### src/rtl/twi_pkg.sv
`timescale 1ns/1ps
package twi_pkg;
  typedef enum logic [2:0] {PH_IDLE, PH_DEV, PH_MADDR, PH_WDATA, PH_RD, PH_SKIP} phase_t;

  localparam logic [3:0] CTRL_CODE = 4'b1010;

  // Device select in force: register bits when its enable bit is clear and all pins are low.
  function automatic logic [2:0] eff_select(input logic [2:0] pins, input logic [7:0] selreg);
    if (!selreg[0] && pins == 3'b000) return selreg[3:1];
    return pins;
  endfunction

  function automatic logic ctrl_hit(input logic [7:0] ctrl, input logic [2:0] sel);
    return (ctrl[7:4] == CTRL_CODE) && (ctrl[3:1] == sel);
  endfunction

  // Pull-down level for bit number idx (0 = MSB) of a byte being sent.
  function automatic logic tx_pull(input logic [7:0] b, input logic [3:0] idx);
    return ~b[3'(4'd7 - idx)];
  endfunction
endpackage

### src/rtl/twi_line_sync.sv
`timescale 1ns/1ps
module twi_line_sync #(
  parameter int N = 3
) (
  input  logic         clk,
  input  logic         rst_n,
  input  logic [N-1:0] raw_i,
  output logic [N-1:0] lvl_o,
  output logic [N-1:0] rise_o,
  output logic [N-1:0] fall_o
);
  logic [N-1:0] s1, s2, s3;

  always_ff @(posedge clk or negedge rst_n) begin
    if (!rst_n) begin
      s1 <= '1;
      s2 <= '1;
      s3 <= '1;
    end else begin
      s1 <= raw_i;
      s2 <= s1;
      s3 <= s2;
    end
  end

  assign lvl_o  = s2;
  assign rise_o = s2 & ~s3;
  assign fall_o = ~s2 & s3;
endmodule

### src/rtl/twi_regfile.sv
`timescale 1ns/1ps
module twi_regfile #(
  parameter int AW = 8,
  parameter int SEL_ADDR = 254,
  parameter logic [7:0] SEL_RST = 8'h01
) (
  input  logic          clk,
  input  logic          rst_n,
  input  logic          we_i,
  input  logic [AW-1:0] waddr_i,
  input  logic [7:0]    wdata_i,
  input  logic [AW-1:0] raddr_i,
  output logic [7:0]    rdata_o,
  output logic [7:0]    selreg_o
);
  localparam int DEPTH = 2 ** AW;

  logic [7:0] mem [DEPTH];

  always_ff @(posedge clk or negedge rst_n) begin
    if (!rst_n) begin
      for (int i = 0; i < DEPTH; i++) mem[i] <= (i == SEL_ADDR) ? SEL_RST : 8'h00;
    end else if (we_i) begin
      mem[waddr_i] <= wdata_i;
    end
  end

  assign rdata_o  = mem[raddr_i];
  assign selreg_o = mem[SEL_ADDR];
endmodule

### src/rtl/twi_mem_slave.sv
`timescale 1ns/1ps
module twi_mem_slave
  import twi_pkg::*;
#(
  parameter int PAGE = 8,
  parameter int WR_CYCLES = 400,
  parameter int SEL_ADDR = 254
) (
  input  logic       clk,
  input  logic       rst_n,
  input  logic       scl_i,
  input  logic       sda_i,
  input  logic       wp_i,
  input  logic [2:0] pin_sel_i,
  output logic       sda_oe_o
);
  localparam int PW = $clog2(PAGE + 1);
  localparam int IW = $clog2(PAGE);
  localparam int BW = $clog2(WR_CYCLES + 1);

  // Synchronized lines and bus events
  logic [2:0] lvl, rise, fall;
  twi_line_sync #(.N(3)) i_sync (
    .clk(clk), .rst_n(rst_n), .raw_i({wp_i, sda_i, scl_i}),
    .lvl_o(lvl), .rise_o(rise), .fall_o(fall)
  );
  logic scl_lvl, sda_lvl, wp_lvl, ev_rise, ev_fall, ev_start, ev_stop;
  assign scl_lvl  = lvl[0];
  assign sda_lvl  = lvl[1];
  assign wp_lvl   = lvl[2];
  assign ev_rise  = rise[0];
  assign ev_fall  = fall[0];
  assign ev_start = fall[1] & scl_lvl;
  assign ev_stop  = rise[1] & scl_lvl;

  // Byte engine state
  phase_t        phase;
  logic [3:0]    bit_cnt;
  logic          ack_slot, rw, mack, sda_oe_q;
  logic [7:0]    shreg, txbyte, ptr, wbase;
  logic [7:0]    pbuf [PAGE];
  logic [PW-1:0] pend_cnt, commit_n, wr_idx;
  logic [BW-1:0] busy_cnt;

  // Memory
  logic       we, busy;
  logic [7:0] rd_byte, selreg;
  assign busy = (busy_cnt != '0);
  assign we   = busy && (wr_idx < commit_n);

  twi_regfile #(.AW(8), .SEL_ADDR(SEL_ADDR), .SEL_RST(8'h01)) i_regs (
    .clk(clk), .rst_n(rst_n), .we_i(we),
    .waddr_i(wbase + 8'(wr_idx)), .wdata_i(pbuf[wr_idx[IW-1:0]]),
    .raddr_i(ptr), .rdata_o(rd_byte), .selreg_o(selreg)
  );

  // Named decision points
  logic byte_done, dev_done, dev_hit, data_take, commit_go, rd_advance;
  assign byte_done  = ev_fall && !ack_slot && (bit_cnt == 4'd8);
  assign dev_done   = byte_done && (phase == PH_DEV);
  assign dev_hit    = dev_done && ctrl_hit(shreg, eff_select(pin_sel_i, selreg)) && !busy;
  assign data_take  = byte_done && (phase == PH_WDATA) && !wp_lvl && (pend_cnt < PW'(PAGE));
  assign commit_go  = ev_stop && (pend_cnt != '0) && !busy;
  assign rd_advance = (phase == PH_RD) && byte_done;

  always_ff @(posedge clk) begin
    if (data_take) pbuf[pend_cnt[IW-1:0]] <= shreg;
  end

  // Commit engine: one buffered byte per clock inside the write cycle
  always_ff @(posedge clk or negedge rst_n) begin
    if (!rst_n) begin
      busy_cnt <= '0;
      commit_n <= '0;
      wr_idx   <= '0;
    end else if (commit_go) begin
      busy_cnt <= BW'(WR_CYCLES);
      commit_n <= pend_cnt;
      wr_idx   <= '0;
    end else if (busy) begin
      busy_cnt <= busy_cnt - BW'(1);
      if (we) wr_idx <= wr_idx + PW'(1);
    end
  end

  always_ff @(posedge clk or negedge rst_n) begin
    if (!rst_n) begin
      phase <= PH_IDLE; bit_cnt <= '0; ack_slot <= 1'b0; rw <= 1'b0; mack <= 1'b0;
      sda_oe_q <= 1'b0; shreg <= '0; txbyte <= '0; ptr <= '0; wbase <= '0; pend_cnt <= '0;
    end else if (ev_start) begin
      phase <= PH_DEV; bit_cnt <= '0; ack_slot <= 1'b0; sda_oe_q <= 1'b0; pend_cnt <= '0;
    end else if (ev_stop) begin
      phase <= PH_IDLE; ack_slot <= 1'b0; sda_oe_q <= 1'b0; pend_cnt <= '0;
    end else begin
      case (phase)
        PH_DEV, PH_MADDR, PH_WDATA: begin
          if (!ack_slot) begin
            if (ev_rise) begin
              shreg   <= {shreg[6:0], sda_lvl};
              bit_cnt <= bit_cnt + 4'd1;
            end else if (byte_done) begin
              if (phase == PH_DEV) begin
                if (dev_hit) begin
                  sda_oe_q <= 1'b1; ack_slot <= 1'b1; rw <= shreg[0];
                end else phase <= PH_SKIP;
              end else if (phase == PH_MADDR) begin
                ptr <= shreg; wbase <= shreg; sda_oe_q <= 1'b1; ack_slot <= 1'b1;
              end else if (data_take) begin
                pend_cnt <= pend_cnt + PW'(1); ptr <= ptr + 8'd1;
                sda_oe_q <= 1'b1; ack_slot <= 1'b1;
              end else phase <= PH_SKIP;
            end
          end else if (ev_fall) begin
            ack_slot <= 1'b0; bit_cnt <= '0; sda_oe_q <= 1'b0;
            if (phase == PH_DEV) begin
              if (rw) begin
                phase <= PH_RD; txbyte <= rd_byte; sda_oe_q <= tx_pull(rd_byte, 4'd0);
              end else phase <= PH_MADDR;
            end else if (phase == PH_MADDR) phase <= PH_WDATA;
          end
        end
        PH_RD: begin
          if (!ack_slot) begin
            if (ev_rise) bit_cnt <= bit_cnt + 4'd1;
            else if (rd_advance) begin
              sda_oe_q <= 1'b0; ack_slot <= 1'b1; ptr <= ptr + 8'd1;
            end else if (ev_fall) sda_oe_q <= tx_pull(txbyte, bit_cnt);
          end else begin
            if (ev_rise) mack <= !sda_lvl;
            else if (ev_fall) begin
              ack_slot <= 1'b0; bit_cnt <= '0;
              if (mack) begin
                txbyte <= rd_byte; sda_oe_q <= tx_pull(rd_byte, 4'd0);
              end else phase <= PH_SKIP;
            end
          end
        end
        default: ;
      endcase
    end
  end

  assign sda_oe_o = sda_oe_q;

  // Assertions
  assert_pull_moves_low_R2: assert property (@(posedge clk) disable iff (!rst_n)
    !$stable(sda_oe_q) |-> !scl_lvl);
  assert_skip_silent_R1: assert property (@(posedge clk) disable iff (!rst_n)
    (phase == PH_SKIP) |-> !sda_oe_q);
  assert_busy_refuses_R4: assert property (@(posedge clk) disable iff (!rst_n)
    (dev_done && busy) |=> !sda_oe_q);
  assert_page_bound_R3: assert property (@(posedge clk) disable iff (!rst_n)
    pend_cnt <= PW'(PAGE));
  assert_wp_blocks_R8: assert property (@(posedge clk) disable iff (!rst_n)
    (pend_cnt == $past(pend_cnt) + PW'(1)) |-> !$past(wp_lvl));
  assert_ptr_steps_R5: assert property (@(posedge clk) disable iff (!rst_n)
    rd_advance |=> (ptr == $past(ptr) + 8'd1));
  assert_nack_release_R9: assert property (@(posedge clk) disable iff (!rst_n)
    ((phase == PH_RD) && ack_slot && ev_fall && !mack) |=> !sda_oe_q);
endmodule

### config.mk
export PLATFORM = sky130hd
export DESIGN_NAME = twi_mem_slave
export DESIGN_NICKNAME = d
export VERILOG_FILES = /design/src/rtl/twi_pkg.sv /design/src/rtl/twi_line_sync.sv /design/src/rtl/twi_regfile.sv /design/src/rtl/twi_mem_slave.sv
export SDC_FILE = /design/constraint.sdc
export NUM_CORES = 2
export LEC_CHECK = 0
export BUFFER_PORTS_ARGS = -buffer_cell sky130_fd_sc_hd__buf_2
export CAP_MARGIN = 20
export CELL_PAD_IN_SITES_DETAIL_PLACEMENT = 1
export CELL_PAD_IN_SITES_GLOBAL_PLACEMENT = 2
export CORE_ASPECT_RATIO = 1.5
export CORE_UTILIZATION = 30
export DETAILED_ROUTE_END_ITERATION = 8
export HOLD_SLACK_MARGIN = 0.03
export PLACE_DENSITY_LB_ADDON = 0.1
export SYNTH_ARGS = -nofsm -noshare
export SYNTH_HDL_FRONTEND = slang
export SYNTH_SLANG_ARGS = --single-unit
### constraint.sdc
create_clock -name clk -period 9 [get_ports clk]
set_input_delay 2.25 -clock clk [delete_from_list [all_inputs] [get_ports clk]]
set_output_delay 2.25 -clock clk [all_outputs]
set_load 0.01 [all_outputs]
Word level (Yosys, flattened, before mapping)

Memories as Yosys holds them, arrays and structs flattened.
Cells that the tools add are included.

Divide/modulo/power cells: 0
Equal/unequal tests: 44
$lt $le $gt $ge: 6
Shifts and indexed selects: 0
$mul: 0
Mux-type cells: 106
Add/sub/neg operators: 7
Bitwise gates (word level): 15
Reduce and logical (&&, ||, !) cells: 43

Operators with widths:

| cell                  | number |
|---|---|
| $bwmux W2048          | 1 |
| $mux W8               | 20 |
| $mux W4               | 19 |
| $bmux W8 S8           | 1 |
| $demux W8 S8          | 1 |
| $mux W3               | 19 |
| $mux W1               | 36 |
| $pmux W8 S2           | 2 |
| $ne A2 B2 Y1 const B  | 15 |
| $ne A5 B5 Y1 const B  | 6 |
| $ne A6 B6 Y1 const B  | 5 |
| $reduce_and A11 Y1    | 2 |
| $ne A4 B4 Y1 const B  | 5 |
| $ge A9 B9 Y1 const B  | 2 |
| $mux W9               | 2 |
| $not A8 Y9            | 2 |
| $reduce_and A8 Y1     | 2 |
| $logic_and A1 B1 Y1   | 15 |
| $ne A3 B3 Y1 const B  | 5 |
| $add A4 B1 Y4 const B | 3 |
| $reduce_and A12 Y1    | 1 |
| $reduce_bool A3 Y1    | 4 |
| $reduce_and A10 Y1    | 1 |
| $reduce_and A5 Y1     | 2 |
| 31 further kinds      | 50 |

Output and inout bits: 1
Word-level logic and storage cells: 495
Bits in latches: 0
Memory bits (read-only): 0
Memories kept: 1
Input port bits: 8
Flip-flop bits (word level): 2120
Bits in writable memories: 64

Memories:

| memory | words | width | rd ports | clocked after Yosys merged registers in | wr ports | RTL line            | text |
|---|---|---|---|---|---|---|---|
| pbuf   | 8     | 8     | 1        | 0                                       | 1        | twi_mem_slave.sv:41 | `logic [7:0] pbuf [PAGE];` |

Logic depth before layout (Yosys ltp)

Depth after elaboration: 16
Depth in mapped cells: 12
Depth with buffers taken out: 9

Cells and area by module

From an unflattened synthesis, not the netlist that was laid out.

Cell total of the unflattened synthesis: 6579
Area, all modules: 99988.4 µm²

By module, submodules not included:

| module        | cells an instance | area an instance (µm²) | instances | sequential area each (µm²) |
|---|---|---|---|---|
| twi_regfile   | 6076              | 93475.9                | 1         | 51250.4 |
| twi_mem_slave | 488               | 6223.5                 | 1         | 3523.4 |
| twi_line_sync | 15                | 289.0                  | 1         | 236.5 |

Worst setup path after synthesis

No wires, ideal clock.

Path type: input -> register
From: input port pin_sel_i[0]
To: register phase[0]
Setup slack: 4887 ps
Library setup time: 125 ps
Required time: 8875 ps
Data arrival time: 3988 ps
Buffers on the path: 0
Stages on the path: 6
Cells stage by stage: nor4b_1 -> o21ai_0 -> a211o_1 -> or4_4 -> or3b_1 -> mux2_2

Longest elaborated chain between the ends: 10

RTL lines:

| element                               | RTL line            | text |
|---|---|---|
| from (decl)                           | twi_mem_slave.sv:14 | `input logic [2:0] pin_sel_i,` |
| $logic_not A3 Y1                      | twi_pkg.sv:9        | `if (!selreg[0] && pins == 3'b000) return selreg[3:1];` |
| $logic_and A1 B1 Y1                   | twi_pkg.sv:9        |  |
| $mux W1                               | twi_pkg.sv:9        |  |
| $mux W3 *                             | twi_pkg.sv:10       | `return pins;` |
| $eq A3 B3 Y1 *                        | twi_pkg.sv:14       | `return (ctrl[7:4] == CTRL_CODE) && (ctrl[3:1] == sel);` |
| $logic_and A1 B1 Y1 *                 | twi_pkg.sv:14       |  |
| $logic_and A1 B1 Y1 * (2 in series)   | twi_mem_slave.sv:61 | `assign dev_hit = dev_done && ctrl_hit(shreg, eff_select(pin_sel_i, selreg)) && !busy;` |
| $ne A6 B6 Y1 (no source line) *       | n/a                 |  |
| $reduce_and A12 Y1 (no source line) * | n/a                 |  |
| to (signal assigned)                  | twi_mem_slave.sv:88 | `phase <= PH_IDLE; bit_cnt <= '0; ack_slot <= 1'b0; rw <= 1'b0; mack <= 1'b0;` |
| to (signal assigned)                  | twi_mem_slave.sv:91 | `phase <= PH_DEV; bit_cnt <= '0; ack_slot <= 1'b0; sda_oe_q <= 1'b0; pend_cnt <= '0;` |
| to (signal assigned)                  | twi_mem_slave.sv:93 | `phase <= PH_IDLE; ack_slot <= 1'b0; sda_oe_q <= 1'b0; pend_cnt <= '0;` |
| to (decl)                             | twi_mem_slave.sv:37 | `phase_t phase;` |

Every way passes the cells marked *; elsewhere a longest branch is shown, timed or not.
A chain may end at the register's enable or synchronous reset.

Worst setup path after layout

From: register wr_idx[0]
To: register i_regs.mem[969] in the netlist's numbering

Longest elaborated chain between the ends: 7
Elaborated cells between the ends (all ways): 11
Classes of those cells: add/sub (1); order compare (3); mux (3); bitwise (1); reduce/logical (2); memory (1)

RTL lines:

| element                                                            | RTL line            | text |
|---|---|---|
| from (decl)                                                        | twi_mem_slave.sv:42 | `logic [PW-1:0] pend_cnt, commit_n, wr_idx;` |
| from (signal assigned)                                             | twi_mem_slave.sv:82 | `if (we) wr_idx <= wr_idx + PW'(1);` |
| $add A8 B4 Y8                                                      | twi_mem_slave.sv:53 | `.waddr_i(wbase + 8'(wr_idx)), .wdata_i(pbuf[wr_idx[IW-1:0]]),` |
| $not A8 Y9 (not written as such)                                   | twi_regfile.sv:24   | `mem[waddr_i] <= wdata_i;` |
| $ge A9 B9 Y1 (not written as such) or $lt A9 B1 Y1 (tied branches) | twi_regfile.sv:24   |  |
| $logic_and A1 B1 Y1 (not written as such)                          | twi_regfile.sv:24   |  |
| $mux W8 (not written as such)                                      | twi_regfile.sv:24   |  |
| $demux W8 S8                                                       | twi_regfile.sv:24   |  |
| $bwmux W2048                                                       | twi_regfile.sv:24   |  |
| to (signal, indexed assignment)                                    | twi_regfile.sv:24   |  |
| to (decl)                                                          | twi_regfile.sv:18   | `logic [7:0] mem [DEPTH];` |

Parallel ways exist; a longest one is shown, timed or not.

==> results by group <==
Die
  – Die Ht: about 700 µm
  – Ports: 9
  – Std-Cell Rows: 259
  – Core area: approximately 330000 µm²
  – Die Footprint: roughly 340000 µm²
  – Effective utilization at floorplan: 0.302
  – Horiz. Die Dim: 474 µm

Timing
  – Fin. max-slew vios: 0
  – Final Hold Vio Count: 0
  – Setup TNS: 0 ns
  – Worst clock skew: approximately 0.074 ns
  – Min Hold Slack: ~0.36 ns
  – Final setup vio count: 0
  – Fin crit share: 0.609
  – RSZ-0062 raised after global routing: false
  – Fmax: roughly 0.18 GHz
  – Worst slew margin: 0.194
  – Worst-Margin Slew: approximately 1.2 ns
  – Period minus WS final: between 5 and 6 ns

Placement
  – Inst Count DP: about 10000
  – Port buffer count: 8
  – Placer Congestion: between 0.7 and 0.8
  – Post-DP HPWL: 213000 µm

Layout
  – Filler instances: roughly 34000
  – Area added between synthesis and finish: 13.3%
  – Fin util: 0.342
  – Final #Nets: 6165
  – Share of cells above drive strength 1: 0.524
  – Post-route insts no fill: 10773

CTS
  – # clock sinks: roughly 2200
  – Skew-Pair Late Insertion Delay: between 0.9 and 1 ns
  – H-tree level count: 4
  – Postcts setup bufs: 0
  – Maximum clock path buffer count: 4
  – Post-CTS Resized: 0
  – Clock transition at path regs: around 0.06 ns
  – Cts hold-fix bufs: 0
  – Total CTS buffers: approximately 240
  – CTS Root Cell: clkbuf_16
  – TritonCTS clock tree: yes

Logic synthesis
  – Netlist Area Pre-Place: approximately 100000 µm²
  – Yosys top cell area share: 0.526
  – Top cells by count, synth: dfrtp_1 (2111), mux2_2 (1971), mux4_2 (614)
  – Synth warn: 0
  – Post-Synthesis Cells: a little over 6000
  – Number of synthesized flops with an enable pin: 64
  – Cell variety after synth: 71
  – Largest cells by area after synthesis: dfrtp_1 (53%), mux2_2 (22%), mux4_2 (14%)
  – Main synth FF type: dfrtp_1
  – Async S/R FF share, synth: 0.971
  – Avg Cell Area, Syn: around 16 µm²
  – Synth Register Bits: between 2000 and 2500
  – Post-synthesis sequential area ratio: 0.548
  – Syn Nets: 6252
  – Most frequent cell after synthesis: dfrtp_1
  – Yosys top cell by area: dfrtp_1

GRT
  – Global-route wire length before repair: approximately 490000 µm
  – Vias in the first global route: between 60000 and 70000
  – Largest net degree at the start of global routing: roughly 190
  – Grt total ovfl: 0
  – Gr usage total: 0.200
  – Initial antenna violation count: 6

Critical path
  – Worst path cell trace: buf_4, ha_1, fa_1, a21o_1, a21oi_1, nor2_1, xnor2_1, o21ai_4, buf_4, nor3_2, mux2_2
  – Data arrival time of the worst path: roughly 6.2 ns
  – Critical path endpoint category: register
  – Crit-path most repeated cell: buf_4
  – Req. time, crit path: between 9 and 10 ns
  – Type of the worst setup path: reg2reg
  – Slowest CP cell: nor3_2
  – CP Launch Type: register
  – Worst-path fanout max: 40
  – Worst stage delay on the critical path: 0.97 ns

Drt
  – WL final: about 330000 µm
  – First-pass DRT Iterations: 5
  – WL per Instance: slightly above 30 µm
  – Number of vias in the routed layout: 56111
  – Via/cell ratio: between 5 and 6
  – DRT iter0 DRCs: between 2000 and 3000
  – Remaining DRCs: 0
  – Antenna-violating nets left: 0

Run status
  – Status: finished clean

Power
  – LEAKAGE: about 52 nW
  – Max VDD drop: between 0.00015 and 0.0002 V
  – Tot Pwr: ~22 mW
  – Power density over the cells: 196 nW/µm²

Job
  – Max cap viols: 0

Min path
  – Worst hold path class: reg2reg
==> sequential cells by signal (all words and copies together) (netlist names) <==
register and flops:
i_sync.lvl_o 3, busy_cnt 9, sda_oe_o 1, txbyte 8
i_regs.mem 2040, i_regs.selreg_o 8, pbuf 64, i_sync.s1 3
wr_idx 4, ptr 8, pend_cnt 4, bit_cnt 4
commit_n 4, wbase 8, rw 1, shreg 8
i_sync.s3 2, phase 3, ack_slot 1, mack 1
==> final cells by class <==
class                           instances  area [µm²]  share of cell area
Clock buffer                          352        7030              0.0618
Timing Repair Buffer                  153        1480              0.0130
Antenna cell                            5        12.5            0.000110
Sequential cell                      2184       55000               0.484
Clock inverter                         75         788             0.00693
Multi-Input combinational cell       3548       43800               0.385
Inverter                               19        71.3            0.000627
Tap cell                             4437        5550              0.0488
==> cells in the final DEF (no fill, tap or decap), drive strengths merged, types with 11 or more instances in the layout <==
master | netlist | routed
bufinv | 0 | 15
nand3 | 157 | 157
nor3 | 155 | 155
nand2b | 11 | 11
nor2b | 16 | 16
ha | 14 | 14
clkbuf | 342 | 353
inv | 18 | 22
o21ai | 49 | 49
clkinv | 1 | 53
mux2i | 47 | 47
nand2 | 77 | 77
nor2 | 50 | 50
dfrtp | 2111 | 2111
o221ai | 11 | 11
mux2 | 2082 | 2082
a21oi | 60 | 60
edfxtp | 64 | 64
buf | 136 | 152
mux4 | 614 | 614
a22oi | 51 | 51
o22ai | 13 | 13
==> worst paths after layout <==
| check | start | endpoint | slack (ns) | cells after the start |
|---|---|---|---|---|
| worst min-delay path | i_sync.s1[0] | i_sync.lvl_o[0] | 0.36 | 0 |
| worst min register to register | i_sync.s1[0] | i_sync.lvl_o[0] | 0.36 | 0 |
| min in group asynchronous | rst_n | i_regs.mem[1931] | 1.29 | 1 |
| worst max register to register | wr_idx[0] | i_regs.mem[969] | 3.52 | 11 |
| worst max-delay path | wr_idx[0] | i_regs.mem[969] | 3.52 | 11 |
| max in group asynchronous | rst_n | i_regs.mem[1008] | 5.52 | 3 |
==> logic make-up (layout without fill, tap and decap cells) <==
logic type / after synthesis / in the layout / share of synthesized area
AND/OR/NAND/NOR: 516 / 516 / 0.0350
XOR/XNOR: 15 / 15 / 0.00131
multiplexers: 2743 / 2743 / 0.376
AO/OA/AOI/OAI: 259 / 259 / 0.0178
buffers and inverters: 497 / 599 / 0.0205
flip-flops: 2184 / 2184 / 0.548
adder cells (fa/ha/maj): 15 / 15 / 0.00194
other: 0 / 5 / 0
==> layer usage <==
| layer | wire, µm | GRT usage | share of wire |
|---|---|---|---|
| met5 | 0 | 0 | 0 |
| met4 | 10700 | 0.0629 | 0.032 |
| met3 | 6910 | 0.0178 | 0.021 |
| met2 | 174000 | 0.357 | 0.53 |
| met1 | 140000 | 0.255 | 0.42 |
==> critical path: cells and delay by family (launching register included) <==
kind | cells | cell delay (ns)
adder cells (fa/ha/maj) | 2 | 0.73
XOR/XNOR | 1 | 0.68
flip-flops | 1 | 0.36
AO/OA/AOI/OAI | 3 | 1.09
buffers and inverters | 2 | 0.69
multiplexers | 1 | 0.42
AND/OR/NAND/NOR | 2 | 1.19
==> per-stage QoR <==
stage               area [µm²]  setup slack (ns)
floorplan               100000              4.89
global route            114000              3.37
CTS                     114000              3.53
detailed placement      106000              3.57
global placement        106000              3.29
finish                  114000              3.52
==> power by group <==
part	leakage (nW)	total [mW]	internal, mW	switching [mW]
clock network	3.88	10.0	5.79	4.26
registers	30.2	10.1	9.94	0.203
logic	17.8	2.16	0.799	1.36
total	51.9	22.3	16.5	5.82
Power figures use the tool's default switching activity.
